--- src/rtl/intc_pkg.sv ---
package intc_pkg;

  localparam int ADDR_W = 12;

  localparam logic [ADDR_W-1:0] OFF_STAT_IRQ = 12'h000;
  localparam logic [ADDR_W-1:0] OFF_STAT_FIQ = 12'h004;
  localparam logic [ADDR_W-1:0] OFF_STAT_RAW = 12'h008;
  localparam logic [ADDR_W-1:0] OFF_ROUTE    = 12'h00C;
  localparam logic [ADDR_W-1:0] OFF_EN_SET   = 12'h010;
  localparam logic [ADDR_W-1:0] OFF_EN_CLR   = 12'h014;
  localparam logic [ADDR_W-1:0] OFF_SW_SET   = 12'h018;
  localparam logic [ADDR_W-1:0] OFF_SW_CLR   = 12'h01C;
  localparam logic [ADDR_W-1:0] OFF_GUARD    = 12'h020;
  localparam logic [ADDR_W-1:0] OFF_CUR_VEC  = 12'h030;
  localparam logic [ADDR_W-1:0] OFF_DEF_VEC  = 12'h034;
  localparam logic [ADDR_W-1:0] OFF_TESTCTL  = 12'h300;

  typedef enum logic [3:0] {
    RD_ZERO, RD_IRQ, RD_FIQ, RD_RAW, RD_ROUTE, RD_EN, RD_SW,
    RD_GUARD, RD_CURVEC, RD_DEFVEC, RD_SLOTADDR, RD_SLOTCTL,
    RD_TEST, RD_ID
  } rd_sel_e;

  typedef struct packed {
    logic enSet;
    logic enClr;
    logic swSet;
    logic swClr;
    logic routeWr;
    logic guardWr;
    logic testWr;
    logic defWr;
    logic slotAddrWr;
    logic slotCtlWr;
    logic vecAck;
    logic vecEos;
  } strobe_t;

endpackage

--- src/rtl/intc_ctrl.sv ---
module intc_ctrl
  import intc_pkg::*;
#(
  parameter int SLOT_W = 4
) (
  input  logic [ADDR_W-1:0] addr,
  input  logic              wrEn,
  input  logic              rdEn,
  output strobe_t           strobe,
  output rd_sel_e           rdSel,
  output logic [SLOT_W-1:0] slotIdx,
  output logic [1:0]        idIdx
);

  logic inSlotAddr;
  logic inSlotCtl;
  logic inId;
  logic wordAligned;
  logic slotHighZero;

  assign wordAligned  = (addr[1:0] == 2'b00);
  assign slotHighZero = (addr[7:SLOT_W+2] == '0);
  assign inSlotAddr   = wordAligned && slotHighZero && (addr[11:8] == 4'h1);
  assign inSlotCtl    = wordAligned && slotHighZero && (addr[11:8] == 4'h2);
  assign inId         = wordAligned && (addr[11:4] == 8'hFE);
  assign slotIdx      = addr[SLOT_W+1:2];
  assign idIdx        = addr[3:2];

  always_comb begin
    strobe = '0;
    strobe.enSet      = wrEn && (addr == OFF_EN_SET);
    strobe.enClr      = wrEn && (addr == OFF_EN_CLR);
    strobe.swSet      = wrEn && (addr == OFF_SW_SET);
    strobe.swClr      = wrEn && (addr == OFF_SW_CLR);
    strobe.routeWr    = wrEn && (addr == OFF_ROUTE);
    strobe.guardWr    = wrEn && (addr == OFF_GUARD);
    strobe.testWr     = wrEn && (addr == OFF_TESTCTL);
    strobe.defWr      = wrEn && (addr == OFF_DEF_VEC);
    strobe.slotAddrWr = wrEn && inSlotAddr;
    strobe.slotCtlWr  = wrEn && inSlotCtl;
    strobe.vecEos     = wrEn && (addr == OFF_CUR_VEC);
    strobe.vecAck     = rdEn && (addr == OFF_CUR_VEC);
  end

  always_comb begin
    rdSel = RD_ZERO;
    if (inSlotAddr)     rdSel = RD_SLOTADDR;
    else if (inSlotCtl) rdSel = RD_SLOTCTL;
    else if (inId)      rdSel = RD_ID;
    else begin
      case (addr)
        OFF_STAT_IRQ: rdSel = RD_IRQ;
        OFF_STAT_FIQ: rdSel = RD_FIQ;
        OFF_STAT_RAW: rdSel = RD_RAW;
        OFF_ROUTE:    rdSel = RD_ROUTE;
        OFF_EN_SET:   rdSel = RD_EN;
        OFF_SW_SET:   rdSel = RD_SW;
        OFF_GUARD:    rdSel = RD_GUARD;
        OFF_CUR_VEC:  rdSel = RD_CURVEC;
        OFF_DEF_VEC:  rdSel = RD_DEFVEC;
        OFF_TESTCTL:  rdSel = RD_TEST;
        default:      rdSel = RD_ZERO;
      endcase
    end
  end

endmodule

--- src/rtl/intc_datapath.sv ---
module intc_datapath
  import intc_pkg::*;
#(
  parameter int          NUM_SRC  = 32,
  parameter int          NUM_SLOT = 16,
  parameter logic [31:0] ID_VALUE = 32'h0008_A5C3,
  localparam int         SRC_W    = $clog2(NUM_SRC),
  localparam int         SLOT_W   = $clog2(NUM_SLOT)
) (
  input  logic                clk,
  input  logic                rstN,
  input  strobe_t             strobe,
  input  rd_sel_e             rdSel,
  input  logic [SLOT_W-1:0]   slotIdx,
  input  logic [1:0]          idIdx,
  input  logic                rdEn,
  input  logic [31:0]         wrData,
  input  logic [NUM_SRC-1:0]  srcIn,
  output logic [31:0]         rdData,
  output logic                irqOut,
  output logic                fiqOut,
  output logic [NUM_SRC-1:0]  enState,
  output logic [NUM_SRC-1:0]  swState,
  output logic [NUM_SLOT-1:0] inSvc,
  output logic                vecHit
);

  logic [NUM_SRC-1:0]  routeReg;
  logic                guardReg;
  logic                testReg;
  logic [31:0]         defVec;
  logic [31:0]         slotAddr [NUM_SLOT];
  logic                slotEn   [NUM_SLOT];
  logic [SRC_W-1:0]    slotSrc  [NUM_SLOT];
  logic [NUM_SRC-1:0]  rawStat;
  logic [NUM_SRC-1:0]  irqStat;
  logic [NUM_SRC-1:0]  fiqStat;
  logic [NUM_SLOT-1:0] slotCand;
  logic [NUM_SLOT-1:0] maskChain;
  logic [SLOT_W-1:0]   vecIdx;
  logic [NUM_SRC-1:0]  wrSrc;
  logic [31:0]         rdMux;

  assign wrSrc   = wrData[NUM_SRC-1:0];
  assign rawStat = srcIn | swState;
  assign irqStat = rawStat & enState & ~routeReg;
  assign fiqStat = rawStat & enState & routeReg;
  assign irqOut  = |irqStat;
  assign fiqOut  = |fiqStat;

  function automatic logic [31:0] widen(input logic [NUM_SRC-1:0] v);
    logic [31:0] t;
    t = '0;
    t[NUM_SRC-1:0] = v;
    return t;
  endfunction

  always_ff @(posedge clk or negedge rstN) begin
    if (!rstN) begin
      enState  <= '0;
      swState  <= '0;
      routeReg <= '0;
      guardReg <= 1'b0;
      testReg  <= 1'b0;
      defVec   <= '0;
    end else begin
      if (strobe.enSet)   enState  <= enState | wrSrc;
      if (strobe.enClr)   enState  <= enState & ~wrSrc;
      if (strobe.swSet)   swState  <= swState | wrSrc;
      if (strobe.swClr)   swState  <= swState & ~wrSrc;
      if (strobe.routeWr) routeReg <= wrSrc;
      if (strobe.guardWr) guardReg <= wrData[0];
      if (strobe.testWr)  testReg  <= wrData[0];
      if (strobe.defWr)   defVec   <= wrData;
    end
  end

  for (genvar g = 0; g < NUM_SLOT; g++) begin : g_slot
    always_ff @(posedge clk or negedge rstN) begin
      if (!rstN) begin
        slotAddr[g] <= '0;
        slotEn[g]   <= 1'b0;
        slotSrc[g]  <= '0;
      end else begin
        if (strobe.slotAddrWr && (slotIdx == SLOT_W'(g))) slotAddr[g] <= wrData;
        if (strobe.slotCtlWr && (slotIdx == SLOT_W'(g))) begin
          slotEn[g]  <= wrData[SRC_W];
          slotSrc[g] <= wrData[SRC_W-1:0];
        end
      end
    end
    if (g == 0) begin : g_head
      assign maskChain[g] = inSvc[g];
    end else begin : g_tail
      assign maskChain[g] = maskChain[g-1] | inSvc[g];
    end
    assign slotCand[g] = slotEn[g] && irqStat[slotSrc[g]] && !maskChain[g];
  end

  always_comb begin
    vecHit = 1'b0;
    vecIdx = '0;
    for (int i = NUM_SLOT - 1; i >= 0; i--) begin
      if (slotCand[i]) begin
        vecHit = 1'b1;
        vecIdx = SLOT_W'(i);
      end
    end
  end

  always_ff @(posedge clk or negedge rstN) begin
    if (!rstN) begin
      inSvc <= '0;
    end else if (strobe.vecEos) begin
      inSvc <= inSvc & (inSvc - 1'b1);
    end else if (strobe.vecAck && vecHit) begin
      inSvc[vecIdx] <= 1'b1;
    end
  end

  always_comb begin
    rdMux = '0;
    case (rdSel)
      RD_IRQ:      rdMux = widen(irqStat);
      RD_FIQ:      rdMux = widen(fiqStat);
      RD_RAW:      rdMux = widen(rawStat);
      RD_ROUTE:    rdMux = widen(routeReg);
      RD_EN:       rdMux = widen(enState);
      RD_SW:       rdMux = widen(swState);
      RD_GUARD:    rdMux[0] = guardReg;
      RD_TEST:     rdMux[0] = testReg;
      RD_CURVEC:   rdMux = vecHit ? slotAddr[vecIdx] : defVec;
      RD_DEFVEC:   rdMux = defVec;
      RD_SLOTADDR: rdMux = slotAddr[slotIdx];
      RD_SLOTCTL: begin
        rdMux[SRC_W]     = slotEn[slotIdx];
        rdMux[SRC_W-1:0] = slotSrc[slotIdx];
      end
      RD_ID:       rdMux[7:0] = ID_VALUE[idIdx*8 +: 8];
      default:     rdMux = '0;
    endcase
  end

  always_ff @(posedge clk or negedge rstN) begin
    if (!rstN)     rdData <= '0;
    else if (rdEn) rdData <= rdMux;
  end

endmodule

--- src/rtl/intc_vector_top.sv ---
module intc_vector_top
  import intc_pkg::*;
#(
  parameter int          NUM_SRC  = 32,
  parameter int          NUM_SLOT = 16,
  parameter logic [31:0] ID_VALUE = 32'h0008_A5C3,
  localparam int         SLOT_W   = $clog2(NUM_SLOT)
) (
  input  logic               clk,
  input  logic               rstN,
  input  logic [ADDR_W-1:0]  addr,
  input  logic               wrEn,
  input  logic               rdEn,
  input  logic [31:0]        wrData,
  output logic [31:0]        rdData,
  input  logic [NUM_SRC-1:0] srcIn,
  output logic               irqOut,
  output logic               fiqOut
);

  strobe_t             strobe;
  rd_sel_e             rdSel;
  logic [SLOT_W-1:0]   slotIdx;
  logic [1:0]          idIdx;
  logic [NUM_SRC-1:0]  enState;
  logic [NUM_SRC-1:0]  swState;
  logic [NUM_SLOT-1:0] inSvc;
  logic                vecHit;

  intc_ctrl #(.SLOT_W(SLOT_W)) u_ctrl (
    .addr    (addr),
    .wrEn    (wrEn),
    .rdEn    (rdEn),
    .strobe  (strobe),
    .rdSel   (rdSel),
    .slotIdx (slotIdx),
    .idIdx   (idIdx)
  );

  intc_datapath #(
    .NUM_SRC  (NUM_SRC),
    .NUM_SLOT (NUM_SLOT),
    .ID_VALUE (ID_VALUE)
  ) u_dp (
    .clk     (clk),
    .rstN    (rstN),
    .strobe  (strobe),
    .rdSel   (rdSel),
    .slotIdx (slotIdx),
    .idIdx   (idIdx),
    .rdEn    (rdEn),
    .wrData  (wrData),
    .srcIn   (srcIn),
    .rdData  (rdData),
    .irqOut  (irqOut),
    .fiqOut  (fiqOut),
    .enState (enState),
    .swState (swState),
    .inSvc   (inSvc),
    .vecHit  (vecHit)
  );

endmodule

--- config.mk ---
export PLATFORM = sky130hd
export DESIGN_NAME = intc_vector_top
export DESIGN_NICKNAME = d
export VERILOG_FILES = /design/src/rtl/intc_pkg.sv /design/src/rtl/intc_ctrl.sv /design/src/rtl/intc_datapath.sv /design/src/rtl/intc_vector_top.sv
export SDC_FILE = /design/constraint.sdc
export NUM_CORES = 2
export LEC_CHECK = 0
export BUFFER_PORTS_ARGS = -buffer_cell sky130_fd_sc_hd__buf_2
export CAP_MARGIN = 30
export CORE_MARGIN = 2
export CORE_UTILIZATION = 31
export CTS_CLUSTER_DIAMETER = 40
export DETAILED_ROUTE_END_ITERATION = 16
export PLACE_DENSITY = 0.43
export RECOVER_POWER = 25
export SLEW_MARGIN = 20
export SYNTH_ARGS = -nofsm -noshare
export SYNTH_HDL_FRONTEND = slang
export SYNTH_SLANG_ARGS = --single-unit
--- constraint.sdc ---
create_clock -name clk -period 6.2 [get_ports clk]
set_input_delay 0.31 -clock clk [delete_from_list [all_inputs] [get_ports clk]]
set_output_delay 0.31 -clock clk [all_outputs]
set_load 0.02 [all_outputs]
==> run metrics <==
HPWL after DPL=154 mm; Gate Count Post-Synth=4122; Clock Pin Slew Worst Setup and Hold Paths=50 ps; routability congestion estimate=1.03; failing checks=max-capacitance violations, max-slew violations; Fillers=14.6k; syn avg cell area=11.4 um2; Final Cell Area=57000 um2; Final Cycle Share=0.909; Die ar.=155000 um2; Final Instance Count excl. Fillers=6457; peak supply drop=0.283 mV; CTS tree=done; port bufs=113; global-route wire length before repair=314 mm; htree depth=4; max-slew violation count=72; Area Overhead vs Synth=21.5%; # DRC=0; Sink Count=786; Req. time, crit path=6840 ps; Die Height=393 um; asr flop ratio synth=1.00; Placed Instances=6153; grt ovf=0; routed length per instance=34.7 um; WS Path Type=flop to flop; vias in the first global route=38.3k; Post-synth EDFFs=0; Slew headroom=-2.39; Synth Cell Area=46900 um2; setup ws final=562 ps; synthesized flop and latch total=786; boundary pin count=114; CTS Buf Count=149; Final Hold Violating Endpoints=0; PwrDens=259 nW/um2; Root Driver=clkbuf_16; most common cell after layout, fill and taps aside=dfrtp_1; ys flop type=dfrtp_1; Post-Place Cell Area=51400 um2; final layout net count=4385; Max Cap Viol=1; total vias in the final route=39.3k; Detailed Routing Iterations Pass 1=9; count of distinct cell types in the synthesized netlist=88; CP max FO=13; crit start category=flop; slew at the pin closest to its max-slew limit=5090 ps; Max Buffers Root-to-Sink=3; TNS Setup=0 ps; leakage=24.3 nW; Max Fclk=0.177 GHz; Setup violations, final=0; Total GRT Usage=0.288; vias per cell=6.09; clk_lat worst skew=790 ps; RSZ-0062 raised after global routing=no; CP arrival=6280 ps; Fin Clk Skew=62.0 ps; sequential area share after synthesis=0.419; drt initial violations=4797; initial antenna violation count=18; post_cts resized=0; row cnt=142; Synth warnings=0; largest net degree at the start of global routing=160; type of the most critical hold path=input pin to flop; Post-Syn Nets=4202; core footprint=150000 um2; Post-Place Setup Slack=743 ps; status=finished, violations left; effective utilization at floorplan=0.313; final worst path period need=5640 ps; final wirelength=224 mm; commonest non-fill, non-tap cells in the layout=dfrtp_1, mux2_2, mux4_2, a21oi_1, buf_4; layout cell share with drive strength beyond 1=0.374; CP endpoint kind=flop; hold slack final=66.6 ps; Die Wd=393 um; antenna-violating nets left=0
[Yosys cell counts, types with 6 or more instances]
library cell	count	area (um2)
dfrtp_1	786	19700
mux2_2	665	7490
clkbuf_1	310	1160
mux4_2	251	5650
a21oi_1	247	1240
mux2i_1	240	2400
nor2_1	213	800
nand2_1	210	788
o21ai_0	177	886
nor3_1	137	686
a22oi_1	63	473
inv_1	59	221
nand3_1	59	295
a211oi_1	53	398
nand2b_1	48	300
a31oi_1	45	282
nand4_1	39	244
nor4_1	34	213
buf_1	32	120
a2111oi_0	30	263
a222oi_1	29	290
o21ai_1	29	145
o2111ai_1	26	228
nor2b_1	22	138
o211ai_1	20	150
or3_1	20	125
or2_2	19	119
a221oi_1	18	158
buf_4	18	135
o22ai_1	18	113
o41ai_1	14	123
buf_2	13	65.1
buf_6	13	146
and2_1	12	75.1
nor3b_1	11	82.6
and3_1	9	56.3
o221ai_1	8	70.1
a22o_1	7	61.3
or4_1	7	52.6
a211o_1	6	52.6
nor4b_1	6	52.6
[stage by stage]
| stage | utilization | power (W) |
|---|---|---|
| after floorplan | - | 0.00559 |
| after global placement | 0.341 | 0.00600 |
| after detailed placement | 0.342 | 0.00600 |
| after CTS | 0.380 | 0.0149 |
| after global routing | 0.380 | 0.0152 |
| final | 0.380 | 0.0148 |
[final cells by class]
cell class,instances,area (um2),share of cell area
antenna,8,20.0,0.000351
clock buffer,194,4190,0.0735
clock inverter,85,1300,0.0227
inverter,64,240,0.00421
multi-input combinational,2883,25600,0.448
sequential,786,19700,0.345
tap,2016,2520,0.0442
timing repair buffer,421,3530,0.0619
[path summary, 6_finish.rpt]
check	end	start	slack, ps	depth (start not counted)
worst max-delay path	u_dp.rdData[21]	u_dp.inSvc[0]	560	16
worst min-delay path	flop	wrData[8]	70	2
worst max register to register	u_dp.rdData[21]	u_dp.inSvc[0]	560	16
worst min register to register	u_dp.defVec[31]	u_dp.defVec[31]	500	1
max in group asynchronous	u_dp.slotAddr[500]	rstN	1380	2
min in group asynchronous	u_dp.slotSrc[14]	rstN	1930	2
[critical path, cell delays in order (launching register included)]
cell and delay, ps:
dfrtp_1 500, or4_4 630, or4b_1 760, nor3_4 230, nor3b_4 320, nand2_1 120, nor4b_1 410, a21oi_1 110
o21ai_1 190, a221oi_2 110, o41ai_4 720, buf_12 270, buf_12 180, mux2i_1 210, mux2i_1 110, o2111ai_1 490
nand2_1 110
[per-layer routing]
metal / track usage / share of wire
met1: 0.407 / 0.44
met2: 0.422 / 0.43
met3: 0.0622 / 0.081
met4: 0.129 / 0.048
met5: 0 / 0.00033
[where the power goes]
group | internal (W) | switching (W)
Sequential | 0.00517 | 0.0000469
Clock | 0.00575 | 0.00307
Combinational | 0.000196 | 0.000515
Total | 0.0111 | 0.00364
[cell families (layout without fill, tap and decap cells)]
group	Yosys count	in the layout	synth area share
AOI/OAI and AO/OA	856	856	0.118
and+or+nand+nor	871	871	0.0908
muxes	1156	1156	0.331
other	0	8	0
buffers and inverters	453	764	0.0410
DFF	786	786	0.419
[registers in the layout, indices dropped and copies added (netlist names), named ones only]
register and count:
u_dp.slotAddr 512, u_dp.routeReg 32, u_dp.slotEn 16, u_dp.slotSrc 80
u_dp.testReg 1, u_dp.defVec 32, u_dp.guardReg 1, u_dp.inSvc 16
u_dp.rdData 32
[timing repair]
action | CTS | global route
buffers inserted | 0 | 0
hold endpoints to repair | 92 | 0
hold buffers | 16 | 0
No activity file was read; power rests on OpenSTA's default activity.
